[src/rtl/boot_copy_pkg.sv]
package boot_copy_pkg;
    typedef enum logic [1:0] {
        ST_COPY  = 2'd0,
        ST_FLUSH = 2'd1,
        ST_DONE  = 2'd2
    } copy_state_e;
endpackage

[src/rtl/boot_addr_ctr.sv]
module boot_addr_ctr #(
    parameter int IMAGE_BYTES = 8192,
    parameter int ADDR_W      = $clog2(IMAGE_BYTES)
) (
    input  logic              clk,
    input  logic              rst,
    input  logic              step,
    output logic [ADDR_W-1:0] addr,
    output logic              at_last
);
    localparam logic [ADDR_W-1:0] LAST_ADDR = ADDR_W'(IMAGE_BYTES - 1);

    always_ff @(posedge clk) begin
        if (rst) begin
            addr <= '0;
        end else if (step && (addr != LAST_ADDR)) begin
            addr <= addr + 1'b1;
        end
    end

    always_comb begin
        at_last = (addr == LAST_ADDR);
    end

    // consecutive reads walk the address upward by one
    a_r3_addr_step: assert property (@(posedge clk) disable iff (rst)
        step |=> (!step || (addr == $past(addr) + 1'b1)));
endmodule

[src/rtl/boot_copy_fsm.sv]
module boot_copy_fsm
    import boot_copy_pkg::*;
(
    input  logic clk,
    input  logic rst,
    input  logic at_last,
    output logic rd_en,
    output logic done
);
    copy_state_e state, state_nx;

    always_comb begin
        state_nx = state;
        unique case (state)
            ST_COPY:  if (at_last) state_nx = ST_FLUSH;
            ST_FLUSH: state_nx = ST_DONE;
            ST_DONE:  state_nx = ST_DONE;
            default:  state_nx = ST_COPY;
        endcase
    end

    always_ff @(posedge clk) begin
        if (rst) begin
            state <= ST_COPY;
        end else begin
            state <= state_nx;
        end
    end

    always_comb begin
        rd_en = 1'b0;
        done  = 1'b0;
        unique case (state)
            ST_COPY:  rd_en = 1'b1;
            ST_FLUSH: ;
            ST_DONE:  done = 1'b1;
            default:  ;
        endcase
    end

    // the flush cycle is always followed by completion
    a_r6_flush_to_done: assert property (@(posedge clk) disable iff (rst)
        (state == ST_FLUSH) |=> (state == ST_DONE));

    // completion is sticky until reset
    a_r7_done_sticky: assert property (@(posedge clk) disable iff (rst)
        done |=> done);

    // reset always lands in the copy state
    a_r8_reset_state: assert property (@(posedge clk)
        rst |=> (state == ST_COPY));
endmodule

[src/rtl/boot_wr_stage.sv]
module boot_wr_stage #(
    parameter int ADDR_W = 13,
    parameter int DATA_W = 8
) (
    input  logic              clk,
    input  logic              rst,
    input  logic              rd_en,
    input  logic [ADDR_W-1:0] rd_addr,
    input  logic [DATA_W-1:0] rd_data,
    output logic              we,
    output logic [ADDR_W-1:0] wr_addr,
    output logic [DATA_W-1:0] wr_data
);
    logic              pend_q;
    logic [ADDR_W-1:0] addr_q;

    always_ff @(posedge clk) begin
        if (rst) begin
            pend_q <= 1'b0;
            addr_q <= '0;
        end else begin
            pend_q <= rd_en;
            if (rd_en) addr_q <= rd_addr;
        end
    end

    always_comb begin
        we      = pend_q;
        wr_addr = addr_q;
        wr_data = rd_data;
    end

    // every read becomes a write to the same address one cycle later
    a_r4_write_follows_read: assert property (@(posedge clk) disable iff (rst)
        rd_en |=> (we && (wr_addr == $past(rd_addr))));
endmodule

[src/rtl/boot_image_copier.sv]
module boot_image_copier #(
    parameter int IMAGE_BYTES = 8192,
    parameter int DATA_W      = 8,
    parameter int ADDR_W      = $clog2(IMAGE_BYTES)
) (
    input  logic              clk,
    input  logic              rst,
    output logic              rom_rd_en,
    output logic [ADDR_W-1:0] rom_addr,
    input  logic [DATA_W-1:0] rom_data,
    output logic              ram_we,
    output logic [ADDR_W-1:0] ram_addr,
    output logic [DATA_W-1:0] ram_wdata,
    output logic              core_hold,
    output logic              boot_done
);
    logic at_last;
    logic rd_en;
    logic done;

    boot_addr_ctr #(
        .IMAGE_BYTES (IMAGE_BYTES),
        .ADDR_W      (ADDR_W)
    ) u_ctr (
        .clk     (clk),
        .rst     (rst),
        .step    (rd_en),
        .addr    (rom_addr),
        .at_last (at_last)
    );

    boot_copy_fsm u_fsm (
        .clk     (clk),
        .rst     (rst),
        .at_last (at_last),
        .rd_en   (rd_en),
        .done    (done)
    );

    boot_wr_stage #(
        .ADDR_W (ADDR_W),
        .DATA_W (DATA_W)
    ) u_wr (
        .clk     (clk),
        .rst     (rst),
        .rd_en   (rd_en),
        .rd_addr (rom_addr),
        .rd_data (rom_data),
        .we      (ram_we),
        .wr_addr (ram_addr),
        .wr_data (ram_wdata)
    );

    always_comb begin
        rom_rd_en = rd_en;
        boot_done = done;
        core_hold = !done;
    end

    // nothing is read or written once the copy has completed
    a_r7_quiet_after_done: assert property (@(posedge clk) disable iff (rst)
        boot_done |-> (!ram_we && !rom_rd_en));

    // a reset restarts at address zero with done cleared
    a_r8_restart: assert property (@(posedge clk)
        rst |=> (!boot_done && (rom_addr == '0)));
endmodule

[config.mk]
export PLATFORM = sky130hd
export DESIGN_NAME = boot_image_copier
export DESIGN_NICKNAME = d
export VERILOG_FILES = /design/src/rtl/boot_copy_pkg.sv /design/src/rtl/boot_addr_ctr.sv /design/src/rtl/boot_copy_fsm.sv /design/src/rtl/boot_wr_stage.sv /design/src/rtl/boot_image_copier.sv
export SDC_FILE = /design/constraint.sdc
export NUM_CORES = 1
export LEC_CHECK = 0
export ABC_AREA = 1
export BUFFER_PORTS_ARGS = -buffer_cell sky130_fd_sc_hd__buf_2
export CELL_PAD_IN_SITES_DETAIL_PLACEMENT = 0
export CELL_PAD_IN_SITES_GLOBAL_PLACEMENT = 2
export CORE_MARGIN = 10
export CORE_UTILIZATION = 26
export CTS_CLUSTER_DIAMETER = 100
export DETAILED_ROUTE_END_ITERATION = 6
export GPL_TIMING_DRIVEN = 0
export PLACE_DENSITY = 0.74
export SLEW_MARGIN = 20
export SYNTH_ARGS = -nofsm -noshare
export SYNTH_HDL_FRONTEND = slang
export SYNTH_SLANG_ARGS = --single-unit
export TNS_END_PERCENT = 30
[constraint.sdc]
create_clock -name clk -period 1.8 [get_ports clk]
set_clock_uncertainty 0.1 [all_clocks]
set_input_delay 0.27 -clock clk [delete_from_list [all_inputs] [get_ports clk]]
set_output_delay 0.27 -clock clk [all_outputs]
set_load 0.005 [all_outputs]
==> out/results.txt, run 1 <==
Die Span Y: 93.02 um
Static Leak: 0.0008420 uW
Total GRT Usage: 9.750%
final wirelength: 3928 um
Slew @ Worst Pin: 469.9 ps
Max clock buf depth: 2
share of cells above drive strength 1: 30.64%
Cells after Synth: 188
crit path time final: 1701 ps
buffers plus inverters on the worst setup path: 1
Cells after DPL: 297
hold path cells: 2
Synth Area in Compound Gates: 10.83%
worst skew pair latency: 280 ps
Seq. cell area: 581.8 um2
maximum fanout along the worst path: 7
Yosys warning total: 0
reg2reg path depth: 9
largest net degree at the start of global routing: 11
area occupied by multi-input gates: 643.1 um2
ranking of synthesized cells by area: dfxtp_1 (42%), nor2_1 (11%), nand2_1 (8.1%), a21oi_1 (6.9%), nand3_1 (4.3%)
H-tree depth: 2
Worst R2R Setup Slack: 100 ps
Remaining DRCs: 0
final setup margin: 98.79 ps
maximum VDD drop: 0.0003428 V
vias per cell: 4.266
port bufs: 39
CTS Sinks: 29
vias in the first global route: 1380
WHS Endpoint: u_wr.wr_addr[10]
worst reg2reg startpoint: u_fsm.state[0]
Place WS: 10.73 ps
Syn Std Cell Area: 1386 um2
min-delay src: rst
antenna cells: 0
CP top delay family: simple AND/OR/NAND/NOR gates
Final HPWL DP: 2989 um
CTS tree: built
routed len/inst: 12.88 um
CP arrival: 1770 ps
largest family of logic cells by synthesized area: simple AND/OR/NAND/NOR gates
final setup vio count: 0
Yosys reg bits: 29
Cell Rows: 26
Die W: 93.02 um
slowest stage delay, CP: 290 ps
post-synthesis mux area share: 0%
Synth cell types: 17
grt total ovfl: 0
critical path, cell by cell: inv_1, ha_2, nand2_1, nor2_1, nand2_1, nor2_1, nand3_2, nand2_1, nor2_1
Num CTS Buffers: 5
number of DRC markers in iteration 0: 22
clock root cell: clkbuf_8
Final Hold Slack: 115.7 ps
Area Overhead vs Synth: 30.41%
fin. max-slew vios: 0
antenna-violating nets left: 0
area share of the largest cell type after synthesis: 41.88%
Final Hold Viols: 0
Worst Setup Start Kind: register
Max Freq: 587.8 MHz
class of the tightest hold or removal check: primary input to register
cell taking the most area after synthesis: dfxtp_1
commonest non-fill, non-tap cell in the layout: nor2_1
clock transition at the registers of the reported paths: 60 ps
DRT Pass-1 Iters: 4
Max stage delay cell, worst path: dfxtp_1
Max-slew headroom: 68.67%
post-synthesis xor/xnor area fraction: 0%
Post-Synth Simple-Gate Area: 32.67%
syn_area_per_cell: 7.374 um2
Vias: 1301
I/O pin cnt: 48
antenna violations before repair: 0
fin cells: 305
first-pass GRT wire length: 6693 um
Setup TNS Final: 0 ps
RSZ-0062 raised after global routing: true
outcome: completed
GPL Wtd Cong: 0.7295
Setup crit end kind: register
pwr dens: 943.4 nW/um2
commonest cells after routing, fill and taps aside: nor2_1 (40), buf_2 (39), nand2_1 (30)
Syn Nets: 201
fillcell total: 594
max cap viols: 0
Worst EP required: 1870 ps
fin nets: 247
Adder-Cell Fraction of Synth Area: 2.708%
fin crit share: 94.51%
Die ar.: 8653 um2
part of the Yosys area used for sequential elements: 41.88%
core area: 5140 um2
WS Path Type: register to register
FF-to-FF End: u_ctr.addr[10]
initial core utilization: 26.97%
## worst max path at each step
stage | to | cells past startpoint | start | slack (ps)
after floorplan | u_ctr.addr[10] | 9 | u_fsm.state[0] | 320
after global placement | u_ctr.addr[10] | 9 | u_fsm.state[0] | -10
after detailed placement | u_ctr.addr[10] | 9 | u_fsm.state[0] | 10
after CTS | u_ctr.addr[10] | 9 | u_fsm.state[0] | 90
after global routing | u_ctr.addr[10] | 9 | u_fsm.state[1] | -60
final | u_ctr.addr[10] | 9 | u_fsm.state[0] | 100
## cells in the mapped netlist, drive strengths merged
library cell   n
a21oi         19
dfxtp         29
clkbuf         4
inv           15
nand3         16
nor2          43
ha             3
buf           11
nor3           2
o21ai         11
nand4          2
nand2         33
## cell families (layout without fill, tap and decap cells)
family,after synthesis,in the layout
adders and majority gates,3,3
AOI/OAI and AO/OA,30,30
and+or+nand+nor,96,96
DFF,29,29
buffers and inverters,30,77
## final cells by class
cell class,instances,share of cell area [%]
flip-flops and latches,29,32.18
repair buffers,39,10.80
well taps,70,4.844
plain buffers,15,6.090
clock inverters,3,3.599
inverters,15,3.114
multi-input cells,129,35.57
clock buffers,5,3.806
## metrics by stage
stage	instance area, um2	utilization, %	power [uW]
floorplan	1386	-	832.7
global placement	1669	32.47	917.0
detailed placement	1669	32.47	916.0
CTS	1805	35.13	1731
global route	1808	35.18	1797
finish	1808	35.18	1706
## repair_timing
| action | in CTS | in global routing |
|---|---|---|
| hold buffers | 0 | 0 |
| gates resized for setup | 1 | 3 |
| endpoints found under the setup margin | 1 | 18 |
| pin swaps | 0 | 0 |
| buffers inserted | 0 | 0 |
## layer usage
metal | vias to the layer above | GRT usage (%) | part of all wire, %
met5 | - | 0 | 0
met4 | 0 | 3.470 | 1.3
met3 | 7 | 5.196 | 9.8
met2 | 44 | 15.36 | 43
met1 | 563 | 10.97 | 46
li1 | 687 | - | -
## registers in the layout, summed over array words and instances (netlist names)
signal	count
u_ctr.addr	13
u_fsm.state	2
u_wr.we	1
u_wr.wr_addr	13
## power by group
group | internal [uW] | switching (uW) | total [uW] | leakage [uW]
sequential | 677 | 23.9 | 701 | 0.000236
combinational | 88.1 | 111 | 199 | 0.000538
clock | 550 | 256 | 806 | 0.0000681
Note: power is estimated with default switching activity, not from simulation.
==> run 2: changes to the inputs <==
--- a/config.mk
+++ b/config.mk
@@ -8,13 +8,13 @@
 export ABC_AREA = 1
 export BUFFER_PORTS_ARGS = -buffer_cell sky130_fd_sc_hd__buf_2
 export CELL_PAD_IN_SITES_DETAIL_PLACEMENT = 0
-export CELL_PAD_IN_SITES_GLOBAL_PLACEMENT = 2
+export CELL_PAD_IN_SITES_GLOBAL_PLACEMENT = 1
 export CORE_MARGIN = 10
-export CORE_UTILIZATION = 26
+export CORE_UTILIZATION = 34
 export CTS_CLUSTER_DIAMETER = 100
 export DETAILED_ROUTE_END_ITERATION = 6
 export GPL_TIMING_DRIVEN = 0
-export PLACE_DENSITY = 0.74
+export PLACE_DENSITY = 0.75
 export SLEW_MARGIN = 20
 export SYNTH_ARGS = -nofsm -noshare
 export SYNTH_HDL_FRONTEND = slang
==> run 2 against run 1 <==
Compared with the run above:
- core utilization is 8.7 points higher
- clock-buffer cell count increased by 1
- sequential power about the same
- flip-flop and latch count is the same
- sequential share of layout area increased by 1.2 points
- register-to-register slack improved by 70 ps
- largest cell class unchanged
==> out/results.txt, run 2 (same netlist as run 1, synthesis figures left out) <==
clock transition at the registers of the reported paths: 60 ps
number of DRC markers in iteration 0: 41
maximum fanout along the worst path: 10
final setup vio count: 0
Total GRT Usage: 10.68%
Vias: 1290
Cell Rows: 23
antenna violations before repair: 0
FF-to-FF End: u_wr.wr_addr[3]
grt total ovfl: 0
CTS tree: built
port bufs: 39
worst skew pair latency: 280 ps
Slew @ Worst Pin: 517.8 ps
Setup TNS Final: 0 ps
Final HPWL DP: 2741 um
Worst Setup Start Kind: register
crit path time final: 1634 ps
RSZ-0062 raised after global routing: false
fin crit share: 90.78%
Worst R2R Setup Slack: 170 ps
crit path capture: u_wr.wr_addr[3]
H-tree depth: 2
vias in the first global route: 1332
initial core utilization: 34.91%
max cap viols: 0
antenna-violating nets left: 0
class of the tightest hold or removal check: primary input to register
WS Path Type: register to register
design area: 1742 um2
Num CTS Buffers: 5
fin. max-slew vios: 0
first-pass GRT wire length: 6306 um
clock root cell: clkbuf_8
antenna cells: 0
Area Overhead vs Synth: 25.63%
pwr dens: 811.3 nW/um2
Max clock buf depth: 2
Die Span Y: 83.86 um
Worst EP required: 1910 ps
CTS Sinks: 29
reg2reg path depth: 6
DRT Pass-1 Iters: 4
I/O pin cnt: 48
Hold Buf Count CTS: 0
routed len/inst: 12.72 um
Die W: 83.86 um
vias per cell: 4.526
Die ar.: 7032 um2
share of cells above drive strength 1: 29.79%
Max Freq: 612.0 MHz
Final Hold Viols: 0
Post-CTS Setup Bufs: 0
Static Leak: 0.0008174 uW
largest net degree at the start of global routing: 11
worst reg2reg startpoint: u_fsm.state[1]
fin nets: 247
core area: 3971 um2
Critical path origin: u_fsm.state[1]
Final Power: 1413 uW
Setup crit end kind: register
GPL Wtd Cong: 0.8060
commonest cells after routing, fill and taps aside: nor2_1 (39), buf_2 (39), nand2_1 (30)
Area after DPL: 1644 um2
outcome: completed
Max-slew headroom: 65.48%
Remaining DRCs: 0
maximum VDD drop: 0.0005685 V
CP arrival: 1750 ps
final wirelength: 3624 um
-- run 2: through the flow --
stage | hold slack (ps) | cells | worst slack, ps | util, %
2_1_floorplan | 239.1 | 188 | 324.6 | -
4_1_cts | 110.3 | 285 | 93.44 | 43.54
3_5_place_dp | 353.4 | 277 | 18.78 | 41.40
6_report | 114.1 | 285 | 166.0 | 43.86
5_1_grt | 120.3 | 285 | 30.66 | 43.86
3_3_place_gp | 346.6 | 277 | 32.33 | 41.40
-- run 2: what timing repair did --
| item | CTS | global route |
|---|---|---|
| endpoints found under the setup margin | 1 | 2 |
| cloned | 0 | 0 |
| resized for setup | 1 | 2 |
-- run 2: report_power, final --
part | internal [uW] | switching (uW) | leakage [uW]
Combinational | 90.2 | 108 | 0.000537
Sequential | 676 | 23.4 | 0.000235
Clock | 267 | 249 | 0.0000450
Total | 1030 | 380 | 0.000817
-- run 2: worst min path at each step --
stage	to	startpoint	cells after the start	slack [ps]
4_1_cts	u_wr.wr_addr[10]	rst	2	110
3_5_place_dp	u_wr.wr_addr[10]	u_wr.wr_addr[10]	2	350
3_3_place_gp	u_wr.wr_addr[10]	u_wr.wr_addr[10]	2	350
6_report	u_wr.wr_addr[10]	rst	2	110
5_1_grt	u_wr.wr_addr[10]	rst	2	120
2_1_floorplan	u_wr.wr_addr[10]	rst	1	240
-- run 2: per-layer routing --
layer,vias to the layer above,GRT usage [%],share of wire [%],routed length [um]
met5,-,0,0,0
met4,0,3.653,1.3,46
met3,6,4.980,7.5,272
met2,34,16.72,43,1552
met1,563,12.46,48,1753
li1,687,-,-,-
-- run 2: cell type report --
type | instances | area, um2
fillers | 442 | 2230
multi-input cells | 129 | 655.6
flip-flops and latches | 29 | 580.6
repair buffers | 39 | 195.2
plain buffers | 15 | 108.9
clock buffers | 6 | 72.57
well taps | 50 | 62.56
inverters | 15 | 56.30
clock inverters | 2 | 10.01
-- run 2: critical path: stages (launching register included) --
cell and delay, ps:
dfxtp_1 330, inv_1 80, ha_4 190, inv_1 180, clkbuf_1 440, nand2_1 100, a21oi_1 140
